--- config.mk ---
export PLATFORM = sky130hd
export DESIGN_NAME = cov_collector
export DESIGN_NICKNAME = d
export VERILOG_FILES = /design/src/rtl/cov_pkg.sv /design/src/rtl/cov_bin_index.sv /design/src/rtl/cov_var_bank.sv /design/src/rtl/cov_ctrl_fsm.sv /design/src/rtl/cov_collector.sv
export SDC_FILE = /design/constraint.sdc
export NUM_CORES = 1
export LEC_CHECK = 0
export BUFFER_PORTS_ARGS = -buffer_cell sky130_fd_sc_hd__clkbuf_2
export CAP_MARGIN = 30
export CORE_UTILIZATION = 40
export DETAILED_ROUTE_END_ITERATION = 7
export GPL_ROUTABILITY_DRIVEN = 0
export PLACE_DENSITY = 0.58
export SYNTH_ARGS = -nofsm -noshare
export SYNTH_HDL_FRONTEND = slang
export SYNTH_SLANG_ARGS = --single-unit
--- constraint.sdc ---
create_clock -name clk -period 8.9 [get_ports clk]
set_input_delay 1.335 -clock clk [delete_from_list [all_inputs] [get_ports clk]]
set_output_delay 1.335 -clock clk [all_outputs]
set_load 0.01 [all_outputs]
--- src/rtl/cov_pkg.sv ---
package cov_pkg;
    typedef enum logic [1:0] {
        ST_IDLE    = 2'd0,
        ST_COLLECT = 2'd1,
        ST_FULL    = 2'd2
    } cov_state_e;
endpackage

--- src/rtl/cov_bin_index.sv ---
module cov_bin_index #(
    parameter int VAL_W        = 8,
    parameter int MAX_BINS_LOG = 4,
    parameter int LOG_W        = 3
) (
    input  logic [VAL_W-1:0]        value,
    input  logic [LOG_W-1:0]        bins_log2,
    output logic [MAX_BINS_LOG-1:0] bin_idx,
    output logic [LOG_W-1:0]        eff_log2
);
    logic [VAL_W-1:0] shifted;

    always_comb begin
        // clamp the resolution code to the widest supported bank
        if (bins_log2 > LOG_W'(MAX_BINS_LOG))
            eff_log2 = LOG_W'(MAX_BINS_LOG);
        else
            eff_log2 = bins_log2;
        // equal-width bins: the index is the top eff_log2 bits of the value
        shifted = value >> (32'(VAL_W) - 32'(eff_log2));
        bin_idx = shifted[MAX_BINS_LOG-1:0];
    end
endmodule

--- src/rtl/cov_var_bank.sv ---
module cov_var_bank #(
    parameter int MAX_BINS_LOG = 4,
    parameter int CNT_W        = 8,
    parameter int LOG_W        = 3,
    localparam int NBINS       = 1 << MAX_BINS_LOG
) (
    input  logic                    clk,
    input  logic                    rst_n,
    input  logic                    clear,
    input  logic                    enable,
    input  logic                    hit,
    input  logic [MAX_BINS_LOG-1:0] hit_bin,
    input  logic [LOG_W-1:0]        eff_log2,
    input  logic [CNT_W-1:0]        min_hits,
    output logic [NBINS*CNT_W-1:0]  counts,
    output logic                    done
);
    logic [NBINS-1:0] bin_met;

    for (genvar b = 0; b < NBINS; b++) begin : g_bin
        logic [CNT_W-1:0] cnt_q;
        logic             in_use;

        always_ff @(posedge clk or negedge rst_n) begin
            if (!rst_n)
                cnt_q <= '0;
            else if (clear)
                cnt_q <= '0;
            else if (enable && hit && hit_bin == MAX_BINS_LOG'(b) && cnt_q < min_hits)
                cnt_q <= cnt_q + 1'b1;
        end

        assign in_use                   = 32'(b) < (32'd1 << eff_log2);
        assign bin_met[b]               = !in_use || (cnt_q >= min_hits);
        assign counts[b*CNT_W +: CNT_W] = cnt_q;
    end

    assign done = enable && (&bin_met);
endmodule

--- src/rtl/cov_ctrl_fsm.sv ---
module cov_ctrl_fsm
    import cov_pkg::*;
(
    input  logic clk,
    input  logic rst_n,
    input  logic clear,
    input  logic sample_valid,
    input  logic all_done,
    output logic full_cov
);
    cov_state_e state_q, state_d;

    always_comb begin
        state_d = state_q;
        unique case (state_q)
            ST_IDLE:    if (sample_valid) state_d = ST_COLLECT;
            ST_COLLECT: if (all_done)     state_d = ST_FULL;
            ST_FULL:    if (!all_done)    state_d = ST_COLLECT;
            default:                      state_d = ST_IDLE;
        endcase
        if (clear)
            state_d = ST_IDLE;
    end

    always_ff @(posedge clk or negedge rst_n) begin
        if (!rst_n) state_q <= ST_IDLE;
        else        state_q <= state_d;
    end

    always_comb begin
        full_cov = (state_q == ST_FULL);
    end
endmodule

--- src/rtl/cov_collector.sv ---
module cov_collector #(
    parameter int NUM_VARS     = 3,
    parameter int VAL_W        = 8,
    parameter int MAX_BINS_LOG = 4,
    parameter int CNT_W        = 8,
    localparam int LOG_W       = $clog2(MAX_BINS_LOG + 1),
    localparam int VAR_IDX_W   = (NUM_VARS > 1) ? $clog2(NUM_VARS) : 1,
    localparam int NBINS       = 1 << MAX_BINS_LOG
) (
    input  logic                      clk,
    input  logic                      rst_n,
    input  logic                      clear,
    input  logic                      sample_valid,
    input  logic [NUM_VARS*VAL_W-1:0] sample_vals,
    input  logic [NUM_VARS-1:0]       var_enable,
    input  logic [NUM_VARS*LOG_W-1:0] bins_log2,
    input  logic [CNT_W-1:0]          min_hits,
    input  logic [VAR_IDX_W-1:0]      rd_var,
    input  logic [MAX_BINS_LOG-1:0]   rd_bin,
    output logic [CNT_W-1:0]          rd_count,
    output logic [NUM_VARS-1:0]       var_done,
    output logic                      full_cov
);
    logic [NBINS*CNT_W-1:0] bank_counts [NUM_VARS];
    logic                   all_done;

    for (genvar v = 0; v < NUM_VARS; v++) begin : g_var
        logic [MAX_BINS_LOG-1:0] bin_idx;
        logic [LOG_W-1:0]        eff_log2;

        cov_bin_index #(
            .VAL_W(VAL_W), .MAX_BINS_LOG(MAX_BINS_LOG), .LOG_W(LOG_W)
        ) u_idx (
            .value    (sample_vals[v*VAL_W +: VAL_W]),
            .bins_log2(bins_log2[v*LOG_W +: LOG_W]),
            .bin_idx  (bin_idx),
            .eff_log2 (eff_log2)
        );

        cov_var_bank #(
            .MAX_BINS_LOG(MAX_BINS_LOG), .CNT_W(CNT_W), .LOG_W(LOG_W)
        ) u_bank (
            .clk     (clk),
            .rst_n   (rst_n),
            .clear   (clear),
            .enable  (var_enable[v]),
            .hit     (sample_valid),
            .hit_bin (bin_idx),
            .eff_log2(eff_log2),
            .min_hits(min_hits),
            .counts  (bank_counts[v]),
            .done    (var_done[v])
        );
    end

    assign all_done = (|var_enable) && (&(var_done | ~var_enable));

    cov_ctrl_fsm u_fsm (
        .clk         (clk),
        .rst_n       (rst_n),
        .clear       (clear),
        .sample_valid(sample_valid),
        .all_done    (all_done),
        .full_cov    (full_cov)
    );

    always_comb begin
        rd_count = '0;
        for (int v = 0; v < NUM_VARS; v++) begin
            if (rd_var == VAR_IDX_W'(v))
                rd_count = bank_counts[v][32'(rd_bin)*CNT_W +: CNT_W];
        end
    end
endmodule

==> results of run 1 <==
==> sequential cells by signal (all words and copies together) (netlist names) <==
name / flops
g_var.u_bank.g_bin.cnt_q: 384
u_fsm.state_q: 2
==> cell families after synthesis <==
kind of cell	after synthesis	synth area share
muxes	183	0.107
buffers and inverters	255	0.0310
AOI/OAI and AO/OA	537	0.103
DFF	386	0.300
xor gates and xnor gates	287	0.0781
and+or+nand+nor	1294	0.207
adders and majority gates	447	0.174
==> stage by stage <==
| stage | cells | utilization | power, mW | setup slack [ns] | hold WS, ns |
|---|---|---|---|---|---|
| after global routing | 4510 | 0.447 | 4.67 | 2.28 | 0.604 |
| final | 4511 | 0.447 | 4.51 | 2.36 | 0.577 |
| after global placement | 4413 | 0.424 | 2.35 | 2.46 | 0.551 |
| after floorplan | 3389 | - | 2.15 | 3.54 | 0.525 |
| after CTS | 4508 | 0.446 | 4.55 | 2.47 | 0.580 |
| after detailed placement | 4417 | 0.424 | 2.36 | 2.48 | 0.564 |
==> worst paths after layout <==
path / start / cells past startpoint / to
worst min register to register: g_var[1].u_bank.g_bin[2].cnt_q[7] / 2 / g_var[1].u_bank.g_bin[2].cnt_q[7]
max in group asynchronous: rst_n / 2 / g_var[1].u_bank.g_bin[5].cnt_q[7]
min in group asynchronous: rst_n / 1 / g_var[0].u_bank.g_bin[1].cnt_q[4]
worst max register to register: g_var[0].u_bank.g_bin[13].cnt_q[5] / 9 / u_fsm.state_q[0]
worst max-delay path: min_hits[1] / 12 / var_done[0]
worst min-delay path: g_var[1].u_bank.g_bin[2].cnt_q[7] / 2 / g_var[1].u_bank.g_bin[2].cnt_q[7]
==> cells in the mapped netlist, types with 8 or more instances <==
master | instances | area, um^2
sky130_fd_sc_hd__o21a_1 | 39 | 293
sky130_fd_sc_hd__or4_1 | 14 | 105
sky130_fd_sc_hd__dfrtp_1 | 386 | 9660
sky130_fd_sc_hd__buf_2 | 11 | 55.1
sky130_fd_sc_hd__nor2_1 | 419 | 1570
sky130_fd_sc_hd__a21oi_1 | 189 | 946
sky130_fd_sc_hd__nor3_1 | 78 | 390
sky130_fd_sc_hd__and3_1 | 45 | 282
sky130_fd_sc_hd__inv_1 | 141 | 529
sky130_fd_sc_hd__a31oi_1 | 12 | 75.1
sky130_fd_sc_hd__mux4_2 | 129 | 2910
sky130_fd_sc_hd__ha_1 | 447 | 5590
sky130_fd_sc_hd__nor3_2 | 11 | 110
sky130_fd_sc_hd__nor2b_1 | 62 | 388
sky130_fd_sc_hd__buf_1 | 16 | 60.1
sky130_fd_sc_hd__nor4_1 | 61 | 382
sky130_fd_sc_hd__clkbuf_1 | 80 | 300
sky130_fd_sc_hd__mux2i_1 | 46 | 460
sky130_fd_sc_hd__xor2_1 | 111 | 972
sky130_fd_sc_hd__o22ai_1 | 14 | 87.6
sky130_fd_sc_hd__or3_1 | 39 | 244
sky130_fd_sc_hd__nand4_1 | 154 | 963
sky130_fd_sc_hd__nand2b_1 | 28 | 175
sky130_fd_sc_hd__o211ai_1 | 26 | 195
sky130_fd_sc_hd__xnor2_1 | 176 | 1540
sky130_fd_sc_hd__nor3b_1 | 9 | 67.6
sky130_fd_sc_hd__a211oi_1 | 11 | 82.6
sky130_fd_sc_hd__nand2_1 | 171 | 642
sky130_fd_sc_hd__a21o_1 | 42 | 315
sky130_fd_sc_hd__nand3_1 | 122 | 611
sky130_fd_sc_hd__and2_1 | 25 | 156
sky130_fd_sc_hd__o21ai_0 | 129 | 646
sky130_fd_sc_hd__and4_1 | 16 | 140
sky130_fd_sc_hd__a211o_1 | 8 | 70.1
==> cells in the final DEF, fill, tap and decap left out, drive strengths merged, types with 12 or more instances in the layout <==
cell / n
nor3: 90
nand2: 171
clkinv: 15
nand4: 157
buf: 32
dfrtp: 386
xnor2: 176
a21o: 42
nor2: 420
clkbuf: 130
a211oi: 13
nand3: 123
and2: 26
nor4: 65
a21oi: 189
nor2b: 62
nand2b: 29
mux4: 129
o22ai: 14
o21a: 39
or4: 14
and4: 16
mux2i: 46
ha: 447
inv: 141
o21ai: 130
xor2: 111
o211ai: 26
and3: 45
a31oi: 12
or3: 39
==> critical path, delay by kind of cell <==
kind                     cells  cell delay, ns
buffers and inverters        4            1.38
AND/OR/NAND/NOR              3            1.09
AO/OA/AOI/OAI                4            0.99
adder cells (fa/ha/maj)      1            0.37
==> power by group <==
group | leakage, nW | switching [mW] | internal [mW]
clock network | 0.866 | 0.856 | 1.33
logic | 9.24 | 0.379 | 0.174
registers | 5.39 | 0.0112 | 1.76
total | 15.5 | 1.25 | 3.26
==> final cells by class <==
class / count / area (um^2) / area share
antenna: 1 / 2.50 / 0.0000706
tap: 1050 / 1310 / 0.0371
inverter: 143 / 541 / 0.0153
multi-input combinational: 2748 / 21500 / 0.608
sequential: 386 / 9660 / 0.273
clock buffer: 70 / 1480 / 0.0417
timing repair buffer: 92 / 624 / 0.0176
clock inverter: 21 / 272 / 0.00766
==> routing by layer <==
metal	track usage	vias to the layer above	part of all wire
met4	0.0606	4	0.023
met5	0	-	0.00029
met3	0.0337	150	0.056
met1	0.333	12900	0.48
met2	0.360	679	0.44
li1	-	12600	-
==> results by stage, run 1 <==
Synthesis:
- The synthesized design contains 386 register bits.
- The number of enable flip-flop cells after synthesis is 0.
- The per-instance average area after synthesis is 9.50 um^2.
- The combined area of all synthesized cells is 32200 um^2.
- The net count after synthesis is 3890.
- The post-synthesis cell count is 3389.
- For this run, the number of Yosys warnings is 0.
- Of all flip-flops after synthesis, the portion carrying an async set or reset was 1.00.
- The most used flip-flop cell after synthesis is sky130_fd_sc_hd__dfrtp_1.
- Of the synthesized area, sequential elements account for 0.300.
- In this run, distinct cell masters in the synthesized netlist total 83.

Cells and area:
- After the last flow step, the layout net total stands at 3921.
- The synthesis-to-finish area growth is 10.1%.
- After filler insertion, the fill cell instance count of the layout stands at 7719.
- The finished cells cover 35400 um^2.
- The share of layout cells above drive strength 1 is 0.107.

Global routing:
- The first global-routing pass estimated 149000 um of wire.
- For this run, the total global-route usage over all layers was measured as 0.231.
- The number of global-route vias before repair is 25400.
- Entering global routing, the biggest net connects 176 pins.
- The initial antenna violation count is 4.
- The total overflow left after global routing is 0.

STA:
- The number of setup violations in the final report is 0.
- The final number of max-transition violations is 0.
- The time the worst path needs with I/O delays and setup is 6.54 ns.
- Adding up every negative setup slack in the final design gives 0 ns.
- Setup repair after global routing left no endpoint under its margin.
- The achievable frequency is 0.153 GHz.
- In this run the tightest slew margin relative to its limit is 0.278.
- Dividing the final minimum period by the clock period gives 0.735.
- The number of hold-slack violations in the final timing report is 0.
- The worst clock skew on the final layout is 0.0196 ns.
- The transition time at the pin with the least slew margin is 1.08 ns.

Setup path:
- Of all nets on the critical path, the largest fanout is 27.
- The delay of the slowest cell on the worst path is 0.63 ns.
- The library cell contributing the largest single delay on the critical path is sky130_fd_sc_hd__o41ai_1.
- The endpoint type of the worst setup path is a primary output.
- For the worst setup path, the data required time is 7.57 ns.
- Walking the worst path, the cells encountered are clkbuf_2, clkinv_2, buf_4, ha_1, o21ai_0, o21ai_0, a21oi_1, or4_1, o41ai_1, nand4_1, nor2_1, clkbuf_2.
- By startpoint and endpoint, the worst setup path is classified as input port to primary output.
- The arrival time at the worst endpoint is 5.21 ns.
- The type of element launching the critical path is an input port.
- The setup slack on the worst flop-to-flop path is 5.40 ns.

Floorplan:
- The die is 286 um tall.
- The number of ports placed on the die boundary is 66.
- After floorplanning, the core was divided into 103 placement rows.
- The initial standard-cell utilization of the core is 0.406.
- The core footprint is 79300 um^2.
- The die is 286 um wide.
- The overall die area is 81600 um^2.

CTS:
- The deepest clock path buffer count is 3.
- At the later pin of the worst-skew pair, clock insertion delay measures 0.61 ns.
- The cell sitting at the root of the clock tree is a sky130_fd_sc_hd__clkbuf_16.
- The deepest level of the CTS H-tree is 2.
- TritonCTS built the clock tree.
- Once the clock tree was built, the setup fixing pass inserted 0 buffers.
- The clock buffer count from CTS is 49.
- The clock sink count is 386.
- The clock-pin slew on the worst setup and hold paths is 0.06 ns.
- Post-CTS repair changed the size of 0 cells.
- The number of hold buffers added after CTS was 0.

Placed design:
- The standard cell area after detailed placement is 33600 um^2.
- Once detailed placement completed, the half-perimeter wirelength came to 66700 um.
- The number of port buffers is 65.

Power:
- Dividing total power by cell area gives a power density of 127 nW/um^2.
- Across the VDD grid, the largest voltage drop is 0.148 mV.
- The leakage power figure is 15.5 nW.

Status:
- The run finished with clean final reports.

Detailed routing:
- After detailed routing, the total wire length is 93600 um.
- The ratio of routed vias to standard cells is 5.82.
- Once detail routing completed, the nets flagged for antenna violations numbered 0.
- In the routed design, unresolved DRC markers number 0.
- The number of optimization iterations in the first detailed-route pass is 5.
- For this block, the via count after detailed routing is 26300.
- The first routing iteration left 1864 violations.
- In the final routed layout, each cell accounts on average for 20.7 um.

Hold path:
- The tightest min-delay check is of the flop to flop type.

Run:
- Across the run, the number of max-cap violations was 0.
No activity file was read; power rests on OpenSTA's default activity.
==> run 2: changes to the inputs <==
--- a/config.mk
+++ b/config.mk
@@ -10,7 +10,7 @@
 export CORE_UTILIZATION = 40
 export DETAILED_ROUTE_END_ITERATION = 7
 export GPL_ROUTABILITY_DRIVEN = 0
-export PLACE_DENSITY = 0.58
+export PLACE_DENSITY = 0.6
 export SYNTH_ARGS = -nofsm -noshare
 export SYNTH_HDL_FRONTEND = slang
 export SYNTH_SLANG_ARGS = --single-unit
==> constraint.sdc (replaced) <==
create_clock -name clk -period 5.4 [get_ports clk]
set_input_delay 0.81 -clock clk [delete_from_list [all_inputs] [get_ports clk]]
set_output_delay 0.81 -clock clk [all_outputs]
set_load 0.01 [all_outputs]
==> results by stage, run 2 (synthesized netlist as in run 1, its figures left out) <==
CTS:
- The cts-stage hold buffer count is 0 (unchanged).
- The clock tree root driver cell is sky130_fd_sc_hd__clkbuf_16.
- The clock-pin slew on the worst setup and hold paths is 0.06 ns (about the same).
- The clock sink count is 386 (unchanged).
- The clock buffer count from CTS is 46 (-6.1%).
- The deepest level of the CTS H-tree is 2 (unchanged).
- TritonCTS built the clock tree.
- The later-pin clock latency in the skew report came to 0.62 ns (about the same).
- The deepest clock path buffer count is 3 (unchanged).
- The post-cts sizing count came to 0 (unchanged).
- The number of post-CTS setup repair buffers is 0 (unchanged).

Setup path:
- Traced cell by cell, the critical path runs through clkbuf_2, clkinv_2, ha_1, nand2b_1, a21oi_1, o21a_1, o22ai_1, o41ai_1, nand4b_1, nor2_1, clkbuf_2.
- The setup slack on the worst flop-to-flop path is 2.09 ns (-3.31 ns).
- In this run the critical register-to-register path is launched from g_var[1].u_bank.g_bin[15].cnt_q[2].
- Among the stages of the critical path, the cell type that occurs most often is sky130_fd_sc_hd__clkbuf_2.
- The required time at the worst-slack endpoint came to 4.59 ns (-2.98 ns).
- The delay of the slowest cell on the worst path is 0.71 ns (+0.08 ns).
- The worst setup path is of the input port to primary output kind.
- The highest fanout seen on the critical path is 18 (-33%).
- The number of cells on the worst reg-to-reg path is 9 (unchanged).
- The library cell contributing the largest single delay on the critical path is sky130_fd_sc_hd__o41ai_1.
- The worst flop-to-flop path endpoint is u_fsm.state_q[0].
- The family with the most delay on the worst path is compound AO/OA/AOI/OAI gates.
- The buffering stage count on the worst path with inverters included is 3 (-1).
- The endpoint type of the worst setup path is a primary output.
- The arrival time at the worst endpoint was 4.04 ns (-1.17 ns).
- The type of element launching the critical path is an input port.

STA:
- The worst clock skew on the final layout is 0.0335 ns (+0.0139 ns).
- Setup repair after global routing left no endpoint under its margin.
- The number of setup violations in the final report is 0 (unchanged).
- The transition time at the pin with the least slew margin came to 0.988 ns (-0.0928 ns).
- The tightest slew margin relative to the limit was 0.336 (+0.0577).
- The final number of max-transition violations is 0 (unchanged).
- Dividing the final minimum period by the clock period gives 0.898.
- For this run, the top clock speed supported by timing is 0.206 GHz.
- The number of hold-slack violations in the final timing report was 0 (unchanged).
- The worst setup slack after layout was 0.551 ns (-1.81 ns).
- The time the worst path needs with I/O delays and setup is 4.85 ns.
- The sum of negative setup slack was 0 ns (unchanged).

Cells and area:
- The synthesis-to-finish area growth is 10.6%.
- The final core utilization is 0.449 (+0.00212).
- The leading cell type in the layout, fill and taps excluded is sky130_fd_sc_hd__ha_1.
- In the final layout, the registers with the most flip-flops are g_var.u_bank.g_bin.cnt_q (384), u_fsm.state_q (2).
- The area taken by flip-flops and latches is 9660 um^2 (unchanged).
- The final net count is 3952 (+0.79%).
- In the layout the commonest cells are sky130_fd_sc_hd__ha_1 (447), sky130_fd_sc_hd__nor2_1 (419), sky130_fd_sc_hd__dfrtp_1 (386), sky130_fd_sc_hd__a21oi_1 (189), sky130_fd_sc_hd__xnor2_1 (176).
- The count of placed standard cells in the final layout, fillers left out is 4533 (+0.49%).
- The total area of multi-input combinational cells is 21500 um^2 (unchanged).
- More flip-flops sit in one register than any other, and that register is g_var.u_bank.g_bin.cnt_q.
- The share of layout cells above drive strength 1 came to 0.113 (+0.00593).
- The flip-flop count of the largest register after layout came to 384 (unchanged).
- The number of fill cells in the layout is 7533 (-2.4%).

Placed design:
- The worst slack after detailed placement came to 0.590 ns (-1.89 ns).
- The number of port buffers is 65 (unchanged).
- The number of cells after detailed placement is 4453 (+0.82%).
- The half-perimeter wire length after detailed placement is 68500 um (+2.6%).

Global routing:
- The global-route congestion overflow total was 0 (unchanged).
- The first-pass GRT wire length came to 148000 um (-0.86%).
- The number of global-route vias before repair is 25300 (-0.26%).
- The largest net degree at the start of global routing is 136 (-23%).
- The all-layer global routing usage is 0.230 (-0.00115).
- The initial antenna violation count is 6 (+2).

Floorplan:
- The floorplan die width is 286 um (unchanged).
- The core footprint is 79300 um^2 (unchanged).
- The height of the die is 286 um (unchanged).
- The overall die area is 81600 um^2 (unchanged).
- The initial standard-cell utilization of the core is 0.406 (unchanged).
- The number of ports placed on the die boundary is 66 (unchanged).
- The number of rows in the core area is 103 (unchanged).

Power:
- The maximum VDD drop came to 0.247 mV (+67%).
- The power per cell area was 204 nW/um^2 (+60%).
- The leakage power figure is 15.6 nW (+0.72%).
- The overall power consumption is 7.25 mW (+61%).

Detailed routing:
- The overall via count from detail_route is 26400 (+0.47%).
- The ratio of routed vias to standard cells is 5.82 (about the same).
- The number of optimization iterations in the first detailed-route pass is 5 (unchanged).
- The count of nets left with antenna violations after detail routing is 0 (unchanged).
- The total length of routed wires was 93000 um (-0.63%).
- The average wire per cell in the routed design is 20.5 um (-1.1%).
- The violation count after the first detailed-route iteration is 2035 (+9.2%).
- The DRC violation count after routing was 0 (unchanged).

Status:
- The run finished with clean final reports.

Run:
- The max-cap check violation count is 0 (unchanged).

Hold path:
- The path class of the lowest-slack min-delay path is input port to async pin.
run 2: cell types whose count changed in the layout (fill, tap and decap cells not counted), sizes merged:
cell | before | now
buf | 32 | 66
bufinv | 6 | 5
clkbuf | 130 | 128
clkinv | 15 | 5
inv | 141 | 142
run 2: routing by layer:
metal | GRT usage | vias up | share of wire
met1 | 0.325 | 12800 | 0.46
met3 | 0.0435 | 149 | 0.070
met4 | 0.0622 | 8 | 0.024
met2 | 0.357 | 741 | 0.45
li1 | - | 12600 | -
met5 | 0 | - | 0.00048
run 2: worst max-delay path by stage:
stage | start | endpoint | slack (ns) | depth (start not counted)
floorplan | min_hits[5] | var_done[0] | 1.09 | 10
global placement | min_hits[1] | var_done[1] | 0.61 | 11
detailed placement | min_hits[4] | var_done[1] | 0.59 | 12
CTS | min_hits[4] | var_done[1] | 0.58 | 12
global route | min_hits[1] | var_done[1] | 0.39 | 11
finish | min_hits[1] | var_done[1] | 0.55 | 11
run 2: final cells by class:
cell class | instances | share of cell area
Sequential cell | 386 | 0.271
Clock buffer | 68 | 0.0401
Antenna cell | 1 | 0.0000703
Multi-Input combinational cell | 2748 | 0.605
Timing Repair Buffer | 126 | 0.0261
Clock inverter | 11 | 0.00531
Tap cell | 1050 | 0.0369
Inverter | 143 | 0.0151
run 2: where the power goes:
| group | switching [mW] | leakage [nW] | total (mW) | internal (mW) |
|---|---|---|---|---|
| Combinational | 0.629 | 9.42 | 0.938 | 0.309 |
| Sequential | 0.0185 | 5.39 | 2.92 | 2.90 |
| Clock | 1.33 | 0.791 | 3.39 | 2.05 |
run 2: per-stage QoR:
stage | hold slack (ns) | instance area, um^2
global route | 0.216 | 35600
global placement | 0.555 | 34000
finish | 0.161 | 35600
detailed placement | 0.564 | 34000
CTS | 0.186 | 35600
floorplan | 0.514 | 32200
